==> config.mk <==
export PLATFORM = sky130hd
export DESIGN_NAME = ilk_interlock_unit
export DESIGN_NICKNAME = d
export VERILOG_FILES = /design/src/rtl/ilk_pkg.sv /design/src/rtl/ilk_history.sv /design/src/rtl/ilk_src_check.sv /design/src/rtl/ilk_issue_ctrl.sv /design/src/rtl/ilk_interlock_unit.sv
export SDC_FILE = /design/constraint.sdc
export NUM_CORES = 1
export LEC_CHECK = 0
export BUFFER_PORTS_ARGS = -buffer_cell sky130_fd_sc_hd__buf_2
export CAP_MARGIN = 20
export CORE_ASPECT_RATIO = 0.8
export CORE_MARGIN = 2
export CORE_UTILIZATION = 38
export CTS_CLUSTER_SIZE = 40
export DETAILED_ROUTE_END_ITERATION = 12
export GPL_TIMING_DRIVEN = 0
export HOLD_SLACK_MARGIN = 0.06
export SETUP_SLACK_MARGIN = 0.3
export SYNTH_ARGS = -nofsm -noshare
export SYNTH_HDL_FRONTEND = slang
export SYNTH_HIERARCHICAL = 1
export SYNTH_SLANG_ARGS = --single-unit
==> constraint.sdc <==
create_clock -name clk -period 6.85 [get_ports clk]
set_input_delay 2.055 -clock clk [delete_from_list [all_inputs] [get_ports clk]]
set_output_delay 2.055 -clock clk [all_outputs]
set_load 0.02 [all_outputs]
==> src/rtl/ilk_pkg.sv <==
// Package: shared instruction-class encoding and the latency lookup.
// Assumes the five class codes below are what decode presents on dec_cls.
package ilk_pkg;

    typedef enum logic [2:0] {
        CLS_FPALU  = 3'd0,
        CLS_LOADD  = 3'd1,
        CLS_STORED = 3'd2,
        CLS_INTALU = 3'd3,
        CLS_BRANCH = 3'd4
    } iclass_e;

    // Minimum empty slots between producer and consumer issue.
    function automatic int pair_latency(
        input iclass_e prod,
        input iclass_e cons,
        input int      l_fp_fp,
        input int      l_fp_st,
        input int      l_ld_fp,
        input int      l_ld_st,
        input int      l_int_br
    );
        int lat;
        lat = 0;
        case (prod)
            CLS_FPALU: begin
                if (cons == CLS_FPALU)  lat = l_fp_fp;
                if (cons == CLS_STORED) lat = l_fp_st;
            end
            CLS_LOADD: begin
                if (cons == CLS_FPALU)  lat = l_ld_fp;
                if (cons == CLS_STORED) lat = l_ld_st;
            end
            CLS_INTALU: begin
                if (cons == CLS_BRANCH) lat = l_int_br;
            end
            default: lat = 0;
        endcase
        return lat;
    endfunction

    // Larger of two integers.
    function automatic int imax(input int a, input int b);
        return (a > b) ? a : b;
    endfunction

endpackage

==> src/rtl/ilk_history.sv <==
// Module: issue-slot history.
// Shifts one slot per clock. Slot 0 holds the slot issued in the previous
// cycle. A bubble cycle shifts in an empty slot, so a slot's index equals the
// number of slots issued after it. Assumes DEPTH covers the largest latency.
module ilk_history #(
    parameter int REG_W = 5,
    parameter int DEPTH = 4
) (
    input  logic                   clk,
    input  logic                   rst_n,
    input  logic                   push,
    input  logic                   push_we,
    input  logic [REG_W-1:0]       push_dst,
    input  logic [2:0]             push_cls,
    output logic [DEPTH-1:0]       hv,
    output logic [DEPTH*REG_W-1:0] hd,
    output logic [DEPTH*3-1:0]     hc
);

    logic [DEPTH-1:0]       v_q;
    logic [DEPTH*REG_W-1:0] d_q;
    logic [DEPTH*3-1:0]     c_q;

    // Slot 0 loads the newly issued producer or an empty bubble.
    always_ff @(posedge clk) begin
        if (!rst_n) begin
            v_q[0]         <= 1'b0;
            d_q[REG_W-1:0] <= '0;
            c_q[2:0]       <= '0;
        end else begin
            v_q[0]         <= push && push_we;
            d_q[REG_W-1:0] <= push_dst;
            c_q[2:0]       <= push_cls;
        end
    end

    // Older slots age by one position per cycle.
    for (genvar k = 1; k < DEPTH; k++) begin : g_age
        always_ff @(posedge clk) begin
            if (!rst_n) begin
                v_q[k]                 <= 1'b0;
                d_q[k*REG_W +: REG_W]  <= '0;
                c_q[k*3 +: 3]          <= '0;
            end else begin
                v_q[k]                 <= v_q[k-1];
                d_q[k*REG_W +: REG_W]  <= d_q[(k-1)*REG_W +: REG_W];
                c_q[k*3 +: 3]          <= c_q[(k-1)*3 +: 3];
            end
        end
    end

    assign hv = v_q;
    assign hd = d_q;
    assign hc = c_q;

endmodule

==> src/rtl/ilk_src_check.sv <==
// Module: per-source requirement.
// Finds the youngest history slot writing this source and returns the stall
// still owed: pair latency minus slots already elapsed, floored at zero.
module ilk_src_check
    import ilk_pkg::*;
#(
    parameter int REG_W    = 5,
    parameter int DEPTH    = 4,
    parameter int CNT_W    = 3,
    parameter int LAT_FF   = 3,
    parameter int LAT_FS   = 2,
    parameter int LAT_LF   = 1,
    parameter int LAT_LS   = 0,
    parameter int LAT_IB   = 1
) (
    input  logic                   clk,
    input  logic                   rst_n,
    input  logic [REG_W-1:0]       src,
    input  logic                   src_vld,
    input  logic [2:0]             cons_cls,
    input  logic [DEPTH-1:0]       hv,
    input  logic [DEPTH*REG_W-1:0] hd,
    input  logic [DEPTH*3-1:0]     hc,
    output logic [CNT_W-1:0]       need
);

    int lat;
    int rem;

    // Scan oldest to youngest so the youngest matching writer wins.
    always_comb begin
        lat = 0;
        rem = 0;
        for (int k = DEPTH - 1; k >= 0; k--) begin
            if (src_vld && hv[k] && (hd[k*REG_W +: REG_W] == src)) begin
                lat = pair_latency(iclass_e'(hc[k*3 +: 3]), iclass_e'(cons_cls),
                                   LAT_FF, LAT_FS, LAT_LF, LAT_LS, LAT_IB);
                rem = (lat > k) ? (lat - k) : 0;
            end
        end
        need = CNT_W'(rem);
    end

    AST_UNREAD_SRC_FREE: assert property (@(posedge clk) disable iff (!rst_n)
        !src_vld |-> need == '0);

endmodule

==> src/rtl/ilk_issue_ctrl.sv <==
// Module: hold/release and control penalty.
// Combines the per-source requirements with the branch bubble. Holds decode
// while anything is owed and tracks a branch that left its delay slot unused.
module ilk_issue_ctrl
    import ilk_pkg::*;
#(
    parameter int CNT_W = 3
) (
    input  logic             clk,
    input  logic             rst_n,
    input  logic             dec_valid,
    input  logic [2:0]       dec_cls,
    input  logic             dec_slot_used,
    input  logic [CNT_W-1:0] need_a,
    input  logic [CNT_W-1:0] need_b,
    output logic             stall,
    output logic             issue,
    output logic [CNT_W-1:0] stall_cnt,
    output logic             ctl_penalty
);

    logic             pen_q;
    logic [CNT_W-1:0] data_need;
    logic [CNT_W-1:0] owed;

    // Largest of both data requirements and the control bubble.
    always_comb begin
        data_need = (need_a > need_b) ? need_a : need_b;
        owed      = (pen_q && data_need == '0) ? CNT_W'(1) : data_need;
        stall_cnt = dec_valid ? owed : '0;
        stall     = dec_valid && (owed != '0);
        issue     = dec_valid && (owed == '0);
    end

    // Flag the cycle after a branch issues without a filled delay slot.
    always_ff @(posedge clk) begin
        if (!rst_n) pen_q <= 1'b0;
        else        pen_q <= issue && (iclass_e'(dec_cls) == CLS_BRANCH) && !dec_slot_used;
    end

    assign ctl_penalty = pen_q;

    AST_PEN_FOLLOWS_ISSUE: assert property (@(posedge clk) disable iff (!rst_n)
        ctl_penalty |-> $past(issue));
    AST_PEN_SINGLE_CYCLE: assert property (@(posedge clk) disable iff (!rst_n)
        ctl_penalty |=> !ctl_penalty);

endmodule

==> src/rtl/ilk_interlock_unit.sv <==
// Module: top of the decode interlock.
// Per-source requirement checkers read a shared slot history. The issue
// controller turns their results into hold/release. Assumes HIST_DEPTH is at
// least the largest latency parameter and that decode keeps the descriptor
// steady while stall is high.
module ilk_interlock_unit
    import ilk_pkg::*;
#(
    parameter int REG_W      = 5,
    parameter int LAT_FP_FP  = 3,
    parameter int LAT_FP_ST  = 2,
    parameter int LAT_LD_FP  = 1,
    parameter int LAT_LD_ST  = 0,
    parameter int LAT_INT_BR = 1,
    parameter int HIST_DEPTH = 4,
    localparam int MAX_LAT   = imax(imax(imax(LAT_FP_FP, LAT_FP_ST),
                                         imax(LAT_LD_FP, LAT_LD_ST)),
                                    imax(LAT_INT_BR, 1)),
    localparam int CNT_W     = $clog2(MAX_LAT + 2)
) (
    input  logic             clk,
    input  logic             rst_n,
    input  logic             dec_valid,
    input  logic [2:0]       dec_cls,
    input  logic [REG_W-1:0] dec_dst,
    input  logic             dec_dst_we,
    input  logic [REG_W-1:0] dec_src_a,
    input  logic             dec_src_a_vld,
    input  logic [REG_W-1:0] dec_src_b,
    input  logic             dec_src_b_vld,
    input  logic             dec_slot_used,
    output logic             stall,
    output logic             issue,
    output logic [CNT_W-1:0] stall_cnt,
    output logic             ctl_penalty
);

    localparam int N_SRC = 2;

    logic [HIST_DEPTH-1:0]       hv;
    logic [HIST_DEPTH*REG_W-1:0] hd;
    logic [HIST_DEPTH*3-1:0]     hc;
    logic [REG_W-1:0]            src   [N_SRC];
    logic                        src_v [N_SRC];
    logic [CNT_W-1:0]            need  [N_SRC];

    assign src[0]   = dec_src_a;
    assign src[1]   = dec_src_b;
    assign src_v[0] = dec_src_a_vld;
    assign src_v[1] = dec_src_b_vld;

    ilk_history #(
        .REG_W (REG_W),
        .DEPTH (HIST_DEPTH)
    ) u_hist (
        .clk      (clk),
        .rst_n    (rst_n),
        .push     (issue),
        .push_we  (dec_dst_we),
        .push_dst (dec_dst),
        .push_cls (dec_cls),
        .hv       (hv),
        .hd       (hd),
        .hc       (hc)
    );

    for (genvar s = 0; s < N_SRC; s++) begin : g_src
        ilk_src_check #(
            .REG_W  (REG_W),
            .DEPTH  (HIST_DEPTH),
            .CNT_W  (CNT_W),
            .LAT_FF (LAT_FP_FP),
            .LAT_FS (LAT_FP_ST),
            .LAT_LF (LAT_LD_FP),
            .LAT_LS (LAT_LD_ST),
            .LAT_IB (LAT_INT_BR)
        ) u_chk (
            .clk      (clk),
            .rst_n    (rst_n),
            .src      (src[s]),
            .src_vld  (src_v[s]),
            .cons_cls (dec_cls),
            .hv       (hv),
            .hd       (hd),
            .hc       (hc),
            .need     (need[s])
        );
    end

    ilk_issue_ctrl #(
        .CNT_W (CNT_W)
    ) u_ctrl (
        .clk           (clk),
        .rst_n         (rst_n),
        .dec_valid     (dec_valid),
        .dec_cls       (dec_cls),
        .dec_slot_used (dec_slot_used),
        .need_a        (need[0]),
        .need_b        (need[1]),
        .stall         (stall),
        .issue         (issue),
        .stall_cnt     (stall_cnt),
        .ctl_penalty   (ctl_penalty)
    );

    logic [3*REG_W+6:0] desc;
    assign desc = {dec_cls, dec_dst, dec_dst_we, dec_src_a, dec_src_a_vld,
                   dec_src_b, dec_src_b_vld, dec_slot_used};

    AST_FIRST_AFTER_RESET: assert property (@(posedge clk) disable iff (!rst_n)
        $past(!rst_n) |-> !stall);
    AST_COUNT_DOWN: assert property (@(posedge clk) disable iff (!rst_n)
        (dec_valid && stall_cnt != '0) |=>
            (!dec_valid || !$stable(desc) || stall_cnt == $past(stall_cnt) - 1'b1));

endmodule

---- Word level (Yosys, flattened, before mapping) ----
Cells that the tools add are included.
storage, ports and cells
  word-level logic and storage cells ...... 113
  register bits after elaboration ......... 37
  output and inout port bits .............. 6
  input port bits ......................... 25
operators by class
  $lt $le $gt $ge ......................... 9
  reductions and logical operators ........ 31
  multiplexer cells ....................... 36
  equality and inequality tests ........... 18
  add/sub/neg operators ................... 6
operator list
  kind                 count
  $pmux 32 s3          4
  $mux 32              10
  $gt 32x3->1 const B  4
  $gt 32x1->1 const B  2
  $gt 32x2->1 const B  2
  $mux 3               19
  $eq 5x5->1           8
  $logic_and 1x1->1    22
  $logic_not 3->1      7
  $eq 3x2->1 const B   5
  $eq 3x1->1 const B   4
  $sub 3x3->3 const B  4
  $sub 3x2->3 const B  2
  $eq 3x3->1 const B   1
  $gt 3x3->1           1
  $reduce_bool 3->1    1
  $mux 1               2
  $mux 2               1
  $logic_not 1->1      1

---- Depth between registers and ports, before layout ----
  word-level depth ........................ 20
  depth in mapped cells ................... 13
  gate-level depth less buffers ........... 13

---- Modules after synthesis ----
The synthesis kept the hierarchy.
modules (own cells, without submodules)
  module          cells each  sequential area each (sq um)  instances  area each (sq um)
  ilk_history     75          720.7                         1          1006.0
  ilk_src_check   39          0.0                           2          280.3
  ilk_issue_ctrl  33          20.0                          1          262.8

---- Worst setup path before layout ----
Ideal clock, no wire load.
  path kind ............................... input-to-output
  start point ............................. input dec_src_b[3]
  end point ............................... output issue
  data arrival time ....................... 4.554 ns
  path buffers ............................ 0
  data required time ...................... 4.795 ns
  slack ................................... 0.241 ns
  stages on the path ...................... 12
  cells stage by stage .................... xor2_1 > nor4_1 > nand4_1 > or4_1 > o21ai_1 > inv_1 > ha_1 > nand3b_1 > a21boi_0 > mux2i_1 > nand2b_1 > nor3_2
RTL lines
  element      RTL line                  RTL
  from (decl)  ilk_interlock_unit.sv:29  input logic [REG_W-1:0] dec_src_b,
  to (decl)    ilk_interlock_unit.sv:33  output logic issue,

==> impl_results.md <==
- Status: finished, final reports clean
- All-Layer GR Usage: around 17%
- TritonRoute pass-1 iters: 4
- Die Width: 76.1 um
- Die Y: 61.7 um
- Worst VDD drop: 0.144 mV
- # IOs: 31
- Vias per cell: 4.95
- Hold Crit Depth: 1
- H-Tree Depth: 1
- Worst-Skew Late Latency: 0.28 ns
- Crit path launch type: input pin
- Area Overhead vs Synth: 34.0%
- Clock-pin slew on the worst setup and hold paths: around 0.090 ns
- Final Hold Fails: 0
- Clock Path Buffers: 2
- Row count: 20
- Core ar.: 3900 sq um
- Vias in the first global route: 1296
- R2r setup slk: ~3.8 ns
- RR Endpoint: u_hist/hv[0]$_SDFF_PN0_
- Antenna-violating nets left: 0
- Port Buffers: 29
- WL/cell: 13.8 um
- Gpl congestion: between 0.9 and 1
- Synth warnings: 6
- F_max: 146 MHz
- Hold-fix buffers, CTS: 0
- Fin crit share: 99.9%
- Total gr overflow: 0
- # Max-Cap Violations: 0
- Dpl hpwl: 2.70 mm
- CTS Buf Count: 3
- 1st-iter DRT viols: 53
- CTS tree: built
- DRC viols: 0
- Die area: about 4700 sq um
- Post-route minimum period: 6.85 ns
- Share of layout cells above drive strength 1: 49.5%
- Total negative slack: 0 ns
- Kind of critical path: in2out
- Fin. max-slew vios: 0
- RSZ-0062 raised after global routing: true
- First-pass GRT wire length: 6.00 mm
- Worst Path Arrival: 4.79 ns
- Pwr/cell area: around 160 nW/um^2
- CP max FO: 5
- Worst hold endpoint: u_hist/hv[1]$_SDFF_PN0_
- Clock skew: 0.00600 ns
- Worst Hold Class: reg2reg
- Initial Util: 40.5%
- Worst endpoint required time: 4.80 ns
- Synthesized cell area: 1580 sq um
- Syn_nets: 196
- Final WL: about 3.7 mm
- Final Util: 54.3%
- Cell depth of the worst flop-to-flop path: 13
- Clock root cell: clkbuf_8
- Post-Synthesis Cells: approximately 170
- Crit path capture type: output port
- Final #Nets: 239
- Syn avg cell area: around 9.4 sq um
- Endpoints failing setup: 0
- Critical path origin: dec_src_a[3]
- # diodes: 0
- Initial antenna violation count: 0
- Worst R2R Start: u_hist/hd[5]$_SDFF_PN0_
- Via count: approximately 1300
- CTS Sinks: 28
- Hold Startpoint: u_hist/hv[0]$_SDFF_PN0_
- Largest net degree at the start of global routing: 16
- Fin Hold WS: 0.522 ns
- LEAKAGE: around 0.86 nW
## sequential cells by signal, indices dropped and copies added, names as in the netlist
| signal | count |
|---|---|
| u_hist/hd | 15 |
| u_ctrl/ctl_penalty | 1 |
| u_hist/hv | 3 |
| u_hist/hc | 9 |
## final cells by class
| type | count | area (sq um) |
|---|---|---|
| well taps | 55 | 68.8 |
| clock buffers | 4 | 55.1 |
| fillers | 365 | 1780 |
| inverters | 6 | 22.5 |
| plain buffers | 5 | 30.0 |
| multi-input cells | 129 | 1120 |
| repair buffers | 38 | 267 |
| flip-flops and latches | 28 | 561 |
## power breakdown
| part | total (mW) | switching (mW) | internal (mW) |
|---|---|---|---|
| clock network | 0.103 | 0.0513 | 0.0515 |
| registers | 0.175 | 0.00599 | 0.169 |
| logic | 0.0701 | 0.0334 | 0.0367 |
| total | 0.348 | 0.0907 | 0.257 |
## routing by layer
metal	track usage, %	routed length (um)
met5	0	0
met4	4.42	27
met3	3.61	150
met2	29.0	1640
met1	21.7	1840
## layout by cell type (no fill, tap or decap), types with 3 or more instances in the layout
cell / count
xnor2_1: 16
nor4b_1: 5
dfxtp_1: 28
buf_6: 5
inv_1: 4
xor2_1: 11
buf_4: 12
nor2_1: 4
and2_2: 27
o21a_1: 3
nand4_1: 4
clkbuf_8: 4
or4_4: 4
and3_2: 3
nor4_1: 3
buf_2: 21
clkbuf_2: 3
nand3_1: 10
xor2_2: 3
nor4_2: 3
## worst max path at each step
stage | end | cells after the start
2_1_floorplan | stall_cnt[0] | 12
3_3_place_gp | stall | 14
3_5_place_dp | stall | 14
4_1_cts | stall | 14
5_1_grt | stall | 14
6_report | stall | 13
## stage by stage
stage                     power (mW)  worst slack [ns]  instances  instance area, sq um
after floorplan                0.215             0.243        168                  1590
after global placement         0.234            -0.208        252                  1800
after detailed placement       0.236            -0.314        252                  1800
after CTS                      0.347            0.0569        265                  2070
after global routing           0.367            -0.114        265                  2120
final                          0.348           0.00350        265                  2120
## worst max-delay path: stages
cell and delay (ns):
buf_2 0.13, xor2_1 0.17, nor4_2 0.29, nand4_1 0.14, or4_4 0.45, o21ai_4 0.19, ha_4 0.24, nand3_2 0.10
a21boi_2 0.20, mux2i_2 0.29, nand2b_1 0.17, o21a_1 0.23, buf_6 0.13
## repair_timing
action / in CTS / in global routing
setup buffers: 9 / 0
endpoints found under the setup margin: 4 / 4
gates resized for setup: 32 / 11
pin swaps: 18 / 7
Power figures use the tool's default switching activity.
